<file path="config.mk">
export PLATFORM = sky130hd
export DESIGN_NAME = sci_rx_break
export DESIGN_NICKNAME = d
export VERILOG_FILES = /design/src/rtl/sci_rx_pkg.sv /design/src/rtl/sci_rx_sync.sv /design/src/rtl/sci_rx_vote.sv /design/src/rtl/sci_rx_framer.sv /design/src/rtl/sci_rx_flags.sv /design/src/rtl/sci_rx_break.sv
export SDC_FILE = /design/constraint.sdc
export NUM_CORES = 1
export LEC_CHECK = 0
export BUFFER_PORTS_ARGS = -buffer_cell sky130_fd_sc_hd__buf_2
export CAP_MARGIN = 20
export CORE_MARGIN = 4
export CORE_UTILIZATION = 40
export CTS_CLUSTER_SIZE = 12
export DETAILED_ROUTE_END_ITERATION = 8
export REMOVE_ABC_BUFFERS = 1
export SKIP_LAST_GASP = 1
export SYNTH_ARGS = -nofsm -noshare
export SYNTH_HDL_FRONTEND = slang
export SYNTH_SLANG_ARGS = --single-unit
</file>
<file path="constraint.sdc">
create_clock -name clk -period 2.5 [get_ports clk]
set_clock_uncertainty 0.1 [all_clocks]
set_input_delay 0.625 -clock clk [delete_from_list [all_inputs] [get_ports clk]]
set_output_delay 0.625 -clock clk [all_outputs]
set_load 0.05 [all_outputs]
</file>
<file path="src/rtl/sci_rx_pkg.sv">
package sci_rx_pkg;
  typedef enum logic [1:0] {
    ST_HUNT,
    ST_START,
    ST_DATA,
    ST_STOP
  } rx_state_e;
endpackage

</file>
<file path="src/rtl/sci_rx_sync.sv">
module sci_rx_sync #(
  parameter int STAGES = 2
) (
  input  logic clk,
  input  logic rst_n,
  input  logic din,
  output logic dout
);
  logic [STAGES-1:0] q;

  always_ff @(posedge clk or negedge rst_n) begin
    if (!rst_n) q <= '1;
    else        q <= {q[STAGES-2:0], din};
  end

  assign dout = q[STAGES-1];
endmodule

</file>
<file path="src/rtl/sci_rx_vote.sv">
module sci_rx_vote #(
  parameter int OSR = 16,
  parameter int MID = 8,
  localparam int CW = $clog2(OSR)
) (
  input  logic          clk,
  input  logic          rst_n,
  input  logic          tick,
  input  logic [CW-1:0] cnt,
  input  logic          rx,
  output logic          bit_ready,
  output logic          bit_val,
  output logic          bit_noisy
);
  logic s_early, s_mid;

  always_ff @(posedge clk or negedge rst_n) begin
    if (!rst_n) begin
      s_early <= 1'b1;
      s_mid   <= 1'b1;
    end else if (tick) begin
      if (cnt == CW'(MID - 1)) s_early <= rx;
      if (cnt == CW'(MID))     s_mid   <= rx;
    end
  end

  always_comb begin
    bit_ready = tick && (cnt == CW'(MID + 1));
    bit_val   = (s_early & s_mid) | (s_early & rx) | (s_mid & rx);
    bit_noisy = !((s_early == s_mid) && (s_mid == rx));
  end
endmodule

</file>
<file path="src/rtl/sci_rx_framer.sv">
module sci_rx_framer
  import sci_rx_pkg::*;
#(
  parameter int OSR    = 16,
  parameter int DATA_W = 9,
  localparam int CW = $clog2(OSR),
  localparam int IW = $clog2(DATA_W + 1)
) (
  input  logic              clk,
  input  logic              rst_n,
  input  logic              tick,
  input  logic              rx,
  input  logic              nine_bit,
  input  logic              bit_ready,
  input  logic              bit_val,
  input  logic              bit_noisy,
  output logic [CW-1:0]     cnt,
  output logic              frame_done,
  output logic [DATA_W-1:0] frm_data,
  output logic              frm_stop,
  output logic              frm_noisy
);
  rx_state_e         state;
  logic [IW-1:0]     idx;
  logic [DATA_W-1:0] shreg;
  logic              mode_q;
  logic              noise_acc;
  logic [IW-1:0]     last_idx;

  assign last_idx = mode_q ? IW'(DATA_W - 1) : IW'(DATA_W - 2);

  always_ff @(posedge clk or negedge rst_n) begin
    if (!rst_n) begin
      state      <= ST_HUNT;
      cnt        <= '0;
      idx        <= '0;
      shreg      <= '0;
      mode_q     <= 1'b0;
      noise_acc  <= 1'b0;
      frame_done <= 1'b0;
      frm_data   <= '0;
      frm_stop   <= 1'b1;
      frm_noisy  <= 1'b0;
    end else begin
      frame_done <= 1'b0;
      if (tick) begin
        if (state == ST_HUNT) begin
          if (!rx) begin
            state     <= ST_START;
            cnt       <= CW'(1);
            mode_q    <= nine_bit;
            noise_acc <= 1'b0;
          end
        end else begin
          cnt <= (cnt == CW'(OSR - 1)) ? '0 : cnt + CW'(1);
          if (bit_ready) begin
            unique case (state)
              ST_START: begin
                if (bit_val) state <= ST_HUNT;
                else begin
                  state     <= ST_DATA;
                  idx       <= '0;
                  noise_acc <= bit_noisy;
                end
              end
              ST_DATA: begin
                shreg     <= {bit_val, shreg[DATA_W-1:1]};
                noise_acc <= noise_acc | bit_noisy;
                idx       <= idx + IW'(1);
                if (idx == last_idx) state <= ST_STOP;
              end
              ST_STOP: begin
                frame_done <= 1'b1;
                frm_stop   <= bit_val;
                frm_noisy  <= noise_acc | bit_noisy;
                frm_data   <= mode_q ? shreg : (shreg >> 1);
                state      <= ST_HUNT;
              end
              default: state <= ST_HUNT;
            endcase
          end
        end
      end
    end
  end


  done_pulse_chk: assert property (@(posedge clk) disable iff (!rst_n)
    frame_done |=> !frame_done);


  false_start_chk: assert property (@(posedge clk) disable iff (!rst_n)
    (state == ST_START && bit_ready && bit_val) |=> (state == ST_HUNT && !frame_done));
endmodule

</file>
<file path="src/rtl/sci_rx_flags.sv">
module sci_rx_flags #(
  parameter int DATA_W = 9
) (
  input  logic              clk,
  input  logic              rst_n,
  input  logic              frame_done,
  input  logic [DATA_W-1:0] frm_data,
  input  logic              frm_stop,
  input  logic              frm_noisy,
  input  logic              rd,
  output logic [DATA_W-1:0] data_q,
  output logic              full_q,
  output logic              fe_q,
  output logic              ovr_q,
  output logic              nf_q
);
  logic is_break;
  logic blocked;

  assign is_break = (frm_data == '0) && !frm_stop;
  assign blocked  = full_q && !rd;

  always_ff @(posedge clk or negedge rst_n) begin
    if (!rst_n) begin
      data_q <= '0;
      full_q <= 1'b0;
      fe_q   <= 1'b0;
      ovr_q  <= 1'b0;
      nf_q   <= 1'b0;
    end else begin
      if (rd) begin
        full_q <= 1'b0;
        fe_q   <= 1'b0;
        ovr_q  <= 1'b0;
        nf_q   <= 1'b0;
      end
      if (frame_done) begin
        if (blocked) ovr_q <= 1'b1;
        else begin
          data_q <= is_break ? '0 : frm_data;
          full_q <= 1'b1;
          fe_q   <= !frm_stop;
          nf_q   <= frm_noisy;
        end
      end
    end
  end


  overrun_keep_chk: assert property (@(posedge clk) disable iff (!rst_n)
    (frame_done && full_q && !rd) |=> (ovr_q && data_q == $past(data_q) && fe_q == $past(fe_q)));


  overrun_when_full_chk: assert property (@(posedge clk) disable iff (!rst_n)
    $rose(ovr_q) |-> $past(full_q));


  read_clear_chk: assert property (@(posedge clk) disable iff (!rst_n)
    (rd && !frame_done) |=> !(full_q || fe_q || ovr_q || nf_q));


  break_load_chk: assert property (@(posedge clk) disable iff (!rst_n)
    (frame_done && !(full_q && !rd) && frm_data == '0 && !frm_stop)
      |=> (full_q && fe_q && data_q == '0));
endmodule

</file>
<file path="src/rtl/sci_rx_break.sv">
module sci_rx_break #(
  parameter int OSR         = 16,
  parameter int MID         = 8,
  parameter int DATA_W      = 9,
  parameter int SYNC_STAGES = 2,
  localparam int CW = $clog2(OSR)
) (
  input  logic              clk,
  input  logic              rst_n,
  input  logic              rxd,
  input  logic              os_tick,
  input  logic              nine_bit,
  input  logic              rd_strobe,
  output logic [DATA_W-1:0] rx_data,
  output logic              rx_full,
  output logic              frame_err,
  output logic              overrun,
  output logic              noise_err
);
  logic              rx_s;
  logic [CW-1:0]     cnt;
  logic              bit_ready, bit_val, bit_noisy;
  logic              frame_done, frm_stop, frm_noisy;
  logic [DATA_W-1:0] frm_data;

  sci_rx_sync #(.STAGES(SYNC_STAGES)) u_sync (
    .clk(clk), .rst_n(rst_n), .din(rxd), .dout(rx_s)
  );

  sci_rx_vote #(.OSR(OSR), .MID(MID)) u_vote (
    .clk(clk), .rst_n(rst_n), .tick(os_tick), .cnt(cnt), .rx(rx_s),
    .bit_ready(bit_ready), .bit_val(bit_val), .bit_noisy(bit_noisy)
  );

  sci_rx_framer #(.OSR(OSR), .DATA_W(DATA_W)) u_framer (
    .clk(clk), .rst_n(rst_n), .tick(os_tick), .rx(rx_s), .nine_bit(nine_bit),
    .bit_ready(bit_ready), .bit_val(bit_val), .bit_noisy(bit_noisy),
    .cnt(cnt), .frame_done(frame_done), .frm_data(frm_data),
    .frm_stop(frm_stop), .frm_noisy(frm_noisy)
  );

  sci_rx_flags #(.DATA_W(DATA_W)) u_flags (
    .clk(clk), .rst_n(rst_n), .frame_done(frame_done), .frm_data(frm_data),
    .frm_stop(frm_stop), .frm_noisy(frm_noisy), .rd(rd_strobe),
    .data_q(rx_data), .full_q(rx_full), .fe_q(frame_err),
    .ovr_q(overrun), .nf_q(noise_err)
  );
endmodule

</file>
* After elaboration in Yosys (flattened, before gate mapping)
Index checks and enable logic that the tools add are counted.
** Cells by class
- $add $sub $neg :: 2
- Equal/unequal tests :: 14
- Mux-type cells :: 35
- Bitwise gates (word level) :: 9
- Reduce and logical (&&, ||, !) cells :: 22
** Operators by type and width (count)
- 2-to-1 mux 1 bit :: 20
- 2-to-1 mux 4 bit :: 5
- 2-to-1 mux 9 bit :: 2
- == test 4 bit (second input constant) :: 3
- AND reduction 4 bit :: 3
- 2-to-1 mux 2 bit :: 5
- AND reduction 5 bit :: 2
- logical NOT 9 bit :: 1
- adder 4 x 1 -> 4 bit (second input constant) :: 2
- case mux 4 bit (2 select lines) :: 1
- AND reduction 2 bit :: 4
- == test 2 bit (second input constant) :: 2
- == test 4 x 3 -> 1 bit (second input constant) :: 1
- == test 4 bit :: 1
- logical AND 1 bit :: 4
- inequality test 2 bit (second input constant) :: 2
- case mux 2 bit (2 select lines) :: 1
- nonzero test 2 bit :: 2
- bitwise AND 1 bit :: 3
- logical NOT 1 bit :: 3
- inequality test 3 x 1 -> 1 bit (second input constant) :: 1
- inequality test 3 bit (second input constant) :: 1
- NOT 1 bit :: 3
- OR 1 bit :: 3
- other kinds (6) :: 7
** Storage, ports and cells
- Flip-flop bits (word level) :: 50
- Bits of input ports :: 6
- Output and inout port bits :: 13
- Logic and storage cells :: 100

* Depth between registers and ports, before layout
- Depth after elaboration :: 7
- Gate-level depth with buffers :: 7

* Cells and area by module
Synthesis repeated with hierarchy kept, for this count alone.
** Unflattened totals
- Cells, all modules :: 186
- Area total of the unflattened synthesis :: 2326.0 um2
** By module, submodules not included
- sci_rx_framer :: times used 1, cells each 140, area each 1620.3 um2, sequential area each 827.0 um2
- sci_rx_flags :: times used 1, cells each 31, area each 495.5 um2, sequential area each 325.3 um2
- sci_rx_vote :: times used 1, cells each 13, area each 157.7 um2, sequential area each 52.6 um2
- sci_rx_sync :: times used 1, cells each 2, area each 52.6 um2, sequential area each 52.6 um2

* Worst setup path before layout
OpenSTA, ideal clock, no wires.
- Path kind :: in2reg
- From :: input os_tick
- To :: register u_framer.shreg[0]
- Library setup time :: 0.128 ns
- Arrival :: 1.710 ns
- Data required time :: 2.272 ns
- Slack :: 0.562 ns
- Stages on the path :: 5
- Path through :: buf_2 > nand4b_4 > nor3b_1 > buf_2 > mux2_1
** On the way
- Cells in the longest elaborated chain, start to end :: 2
** Ends and longest elaborated chain
- from (decl) :: line sci_rx_break.sv:11 : input logic os_tick,
- logical AND 1 bit :: line sci_rx_vote.sv:28 : bit_ready = tick && (cnt == CW'(MID + 1));
- AND reduction 4 bit (no line) (*)
- to (signal assigned) :: line sci_rx_framer.sv:67 : shreg <= {bit_val, shreg[DATA_W-1:1]};
- to (decl) :: line sci_rx_framer.sv:25 : logic [DATA_W-1:0] shreg;
Mark *: on every way between the ends. The rest lies on a longest branch, timed or not.
A chain may end at the register's enable or synchronous reset.

* Worst setup path in the final report
- From :: register u_framer.state[0]
- To :: register u_framer.noise_acc
** On the way
- Cells in the longest elaborated chain, start to end :: 4
- Elaborated cells between the ends (all ways) :: 11
- Those cells by class :: eq/ne: 4; mux: 3; reduce/logical: 4
** Ends and longest elaborated chain
- from (decl) :: line sci_rx_framer.sv:23 : rx_state_e state;
- from (signal assigned) :: line sci_rx_framer.sv:34 : state <= ST_HUNT;
- from (signal assigned) :: line sci_rx_framer.sv:49 : state <= ST_START;
- from (signal assigned) :: line sci_rx_framer.sv:59 : if (bit_val) state <= ST_HUNT;
- == test 2 bit / == test 2 x 1 -> 1 bit (equally long branches) :: line sci_rx_framer.sv:57 : unique case (state)
- case mux 1 bit (2 select lines) :: line sci_rx_framer.sv:57
- 2-to-1 mux 1 bit :: line sci_rx_framer.sv:56 : if (bit_ready) begin
- 2-to-1 mux 1 bit :: line sci_rx_framer.sv:47 : if (state == ST_HUNT) begin
- to (signal assigned) :: line sci_rx_framer.sv:63 : noise_acc <= bit_noisy;
- to (signal assigned) :: line sci_rx_framer.sv:68 : noise_acc <= noise_acc | bit_noisy;
- to (decl) :: line sci_rx_framer.sv:27 : logic noise_acc;
Parallel ways exist; a longest one is shown, timed or not. The select of a mux whose other input is x is not followed.

==> impl_metrics.tcl <==
set metrics [dict create \
    outcome "finished clean" \
    cts.repair.resized 0 \
    gp_congestion 0.8144 \
    rsz0062_at_grt "false" \
    antenna_found_initial 0 \
    synth_xor_area_share_pct 0 \
    finalHoldViolCount 0 \
    grt_max_degree 24 \
    synth_top_family_by_area "multiplexers" \
    wl_per_cell_um 13.39 \
    period_share_pct 79.52 \
    post-place-ws_ns 0.4667 \
    synthAdderAreaFrac_pct 5.829 \
    yosysSeqAreaShare_pct 53.26 \
    finalWorstSetupSlack_ns 0.5121 \
    tightestPinTransition_ns 0.5547 \
    grt_pass1_wl_um 7086 \
    cts-htree-levels 2 \
    synth_edf_count 0 \
    yosysUniqueCellTypes 45 \
    gr-total-overflow 0 \
    clk_latency_ns 0.30 \
    portBuffers 18 \
    yosys_warnings 0 \
    netlist_top_cells_area "dfrtp_1 48%, mux2_1 6.7%, ha_1 5.8%" \
    p_leak_nw 1.282 \
    layout.area.seq_um2 1257 \
    critPathKind "register to register" \
    vias_per_cell 5.150 \
    fin_nets 238 \
    root_buffer "clkbuf_8" \
    syn_area_per_cell_um2 11.69 \
    grt_pass1_vias 1517 \
    fin_cells 294 \
    r2r_slack_ns 0.51 \
    pwr_density_cell_nw_per_um2 1064 \
    final-max-slew-violation-count 0 \
    clk_path_buf_depth 2 \
    hold-worst-slack_ns 0.1660 \
    cts_buffers 5 \
    final_cell_mix "45 x dfrtp_1, 18 x buf_2, 15 x a21oi_1" \
    peakVddDrop_uv 473.7 \
    power.total_w 0.002803 \
    dpl.cell_count 286 \
    place.detailed.hpwl_um 2850 \
    worstPathArrival_ns 2.13 \
    cts_setup_buffers 0 \
    crit_start "u_framer.state[0]" \
    insertedDiodeCount 0 \
    dr.pass1.iters 4 \
    coreArea_um2 5608 \
    clk_pin_slew_ns 0.10 \
    cts.sinks 50 \
    fmax_ghz 0.5030 \
    area_delta_synth_final_pct 11.61 \
    crit_required_ns 2.64 \
    die-area_um2 7195 \
    max_slew_margin_pct 63.02 \
    cts_hold_buf 0 \
    synthArstFlopShare_pct 100.0 \
    syn_area_um2 2361 \
    worstSetupEndpointType "register" \
    reg2reg_to "u_framer.noise_acc" \
    routed_wirelength_um 3936 \
    muxShareOfSynthArea_pct 13.30 \
    layout-drive-gt1-share_pct 20.72 \
    initial_core_util_pct 42.10 \
    drc_errors 0 \
    yosys.area.top_type_share_pct 47.69 \
    dr.first_iter.drc_count 66 \
    ff2ff_path_depth 6 \
    cp_max_fo 13 \
    die_h_um 84.83 \
    ys_ff_latch 50 \
    yosys.area_share.simple_pct 12.19 \
    fillCellCount 531 \
    layout_commonest_cell "dfrtp_1" \
    row_count 27 \
    synth-compound-area-share_pct 11.98 \
    die_w_um 84.83 \
    num_io_pins 19 \
    num_vias 1514 \
    hold_path_class "input port to asynchronous set/reset pin" \
    detail-route-antenna-nets 0 \
    max_cap_viol_count 0 \
    synthFlopType "dfrtp_1" \
    setup_tns_ns 0 \
    yosys.area.top_type "dfrtp_1" \
    synthCells 202 \
    cts_tree "yes" \
    startpoint_type "register" \
    period_needed_ns 1.988 \
    r2r-start "u_framer.state[0]" \
    grt_util_all_layers_pct 12.17 \
    setup_violations 0 \
    multiInputGateArea_um2 1022 \
]
## cell families after synthesis
logic type / after synthesis
flops: 50
mux: 29
simple gates: 50
compound gates: 43
fa+ha+maj: 11
buf+inv: 19
## worst max path at each step
stage / endpoint / slack [ns] / depth (start not counted)
floorplan: u_framer.shreg[7] / 0.21 / 4
global placement: u_framer.shreg[0] / 0.49 / 5
detailed placement: u_framer.shreg[7] / 0.47 / 5
CTS: u_framer.noise_acc / 0.50 / 6
global route: u_framer.shreg[1] / 0.33 / 5
finish: u_framer.noise_acc / 0.51 / 6
## critical path, cell delays in order, from the launching register on
cell and delay (ns):
dfrtp_1 0.43, inv_1 0.11, ha_1 0.49, and2b_2 0.26, o221ai_1 0.16, o31ai_1 0.23, a22o_1 0.15
## sequential cells by signal (all words and copies together), names as in the netlist, 2 cells and up
| register | count |
|---|---|
| u_flags.data_q | 9 |
| u_framer.frm_data | 9 |
| u_framer.shreg | 9 |
| u_framer.cnt | 4 |
| u_framer.idx | 4 |
| u_framer.state | 2 |
| u_sync.q | 2 |
## per-layer routing
| layer | share of wire (%) | GRT usage (%) | routed length [um] | vias to the layer above |
|---|---|---|---|---|
| li1 | - | - | - | 757 |
| met1 | 49 | 16.15 | 1925 | 727 |
| met2 | 46 | 19.29 | 1800 | 24 |
| met3 | 4.3 | 4.078 | 170 | 6 |
| met4 | 1.0 | 3.022 | 40 | 0 |
| met5 | 0 | 0 | 0 | - |
## final cells by class
type	instances	area share, %
clock inverter	2	1.472
clock buffer	6	2.754
tap	72	3.419
multi-input combinational	133	38.79
inverter	9	1.282
timing repair buffer	22	4.558
sequential	50	47.72
## stage by stage
stage          instance area, um2  utilization [%]
2_1_floorplan                2313                -
3_3_place_gp                 2524            45.00
3_5_place_dp                 2524            45.00
4_1_cts                      2635            46.99
5_1_grt                      2635            46.99
6_report                     2635            46.99
## cells in the mapped netlist (3+ instances only)
master / number
mux2_1: 14
mux2_2: 5
nand2_1: 12
o21ai_1: 3
a21oi_1: 15
nand3_1: 3
ha_1: 11
inv_1: 8
nand3b_1: 3
dfstp_2: 5
o21ai_0: 9
mux2i_1: 10
nor2_1: 14
dfrtp_1: 45
buf_2: 8
nor3_1: 3
## power breakdown
part / internal [W] / total [W] / switching (W)
combinational: 0.000370 / 0.000948 / 0.000578
sequential: 0.00107 / 0.00128 / 0.000216
clock: 0.000301 / 0.000572 / 0.000271
(Power assumes the default switching activity.)
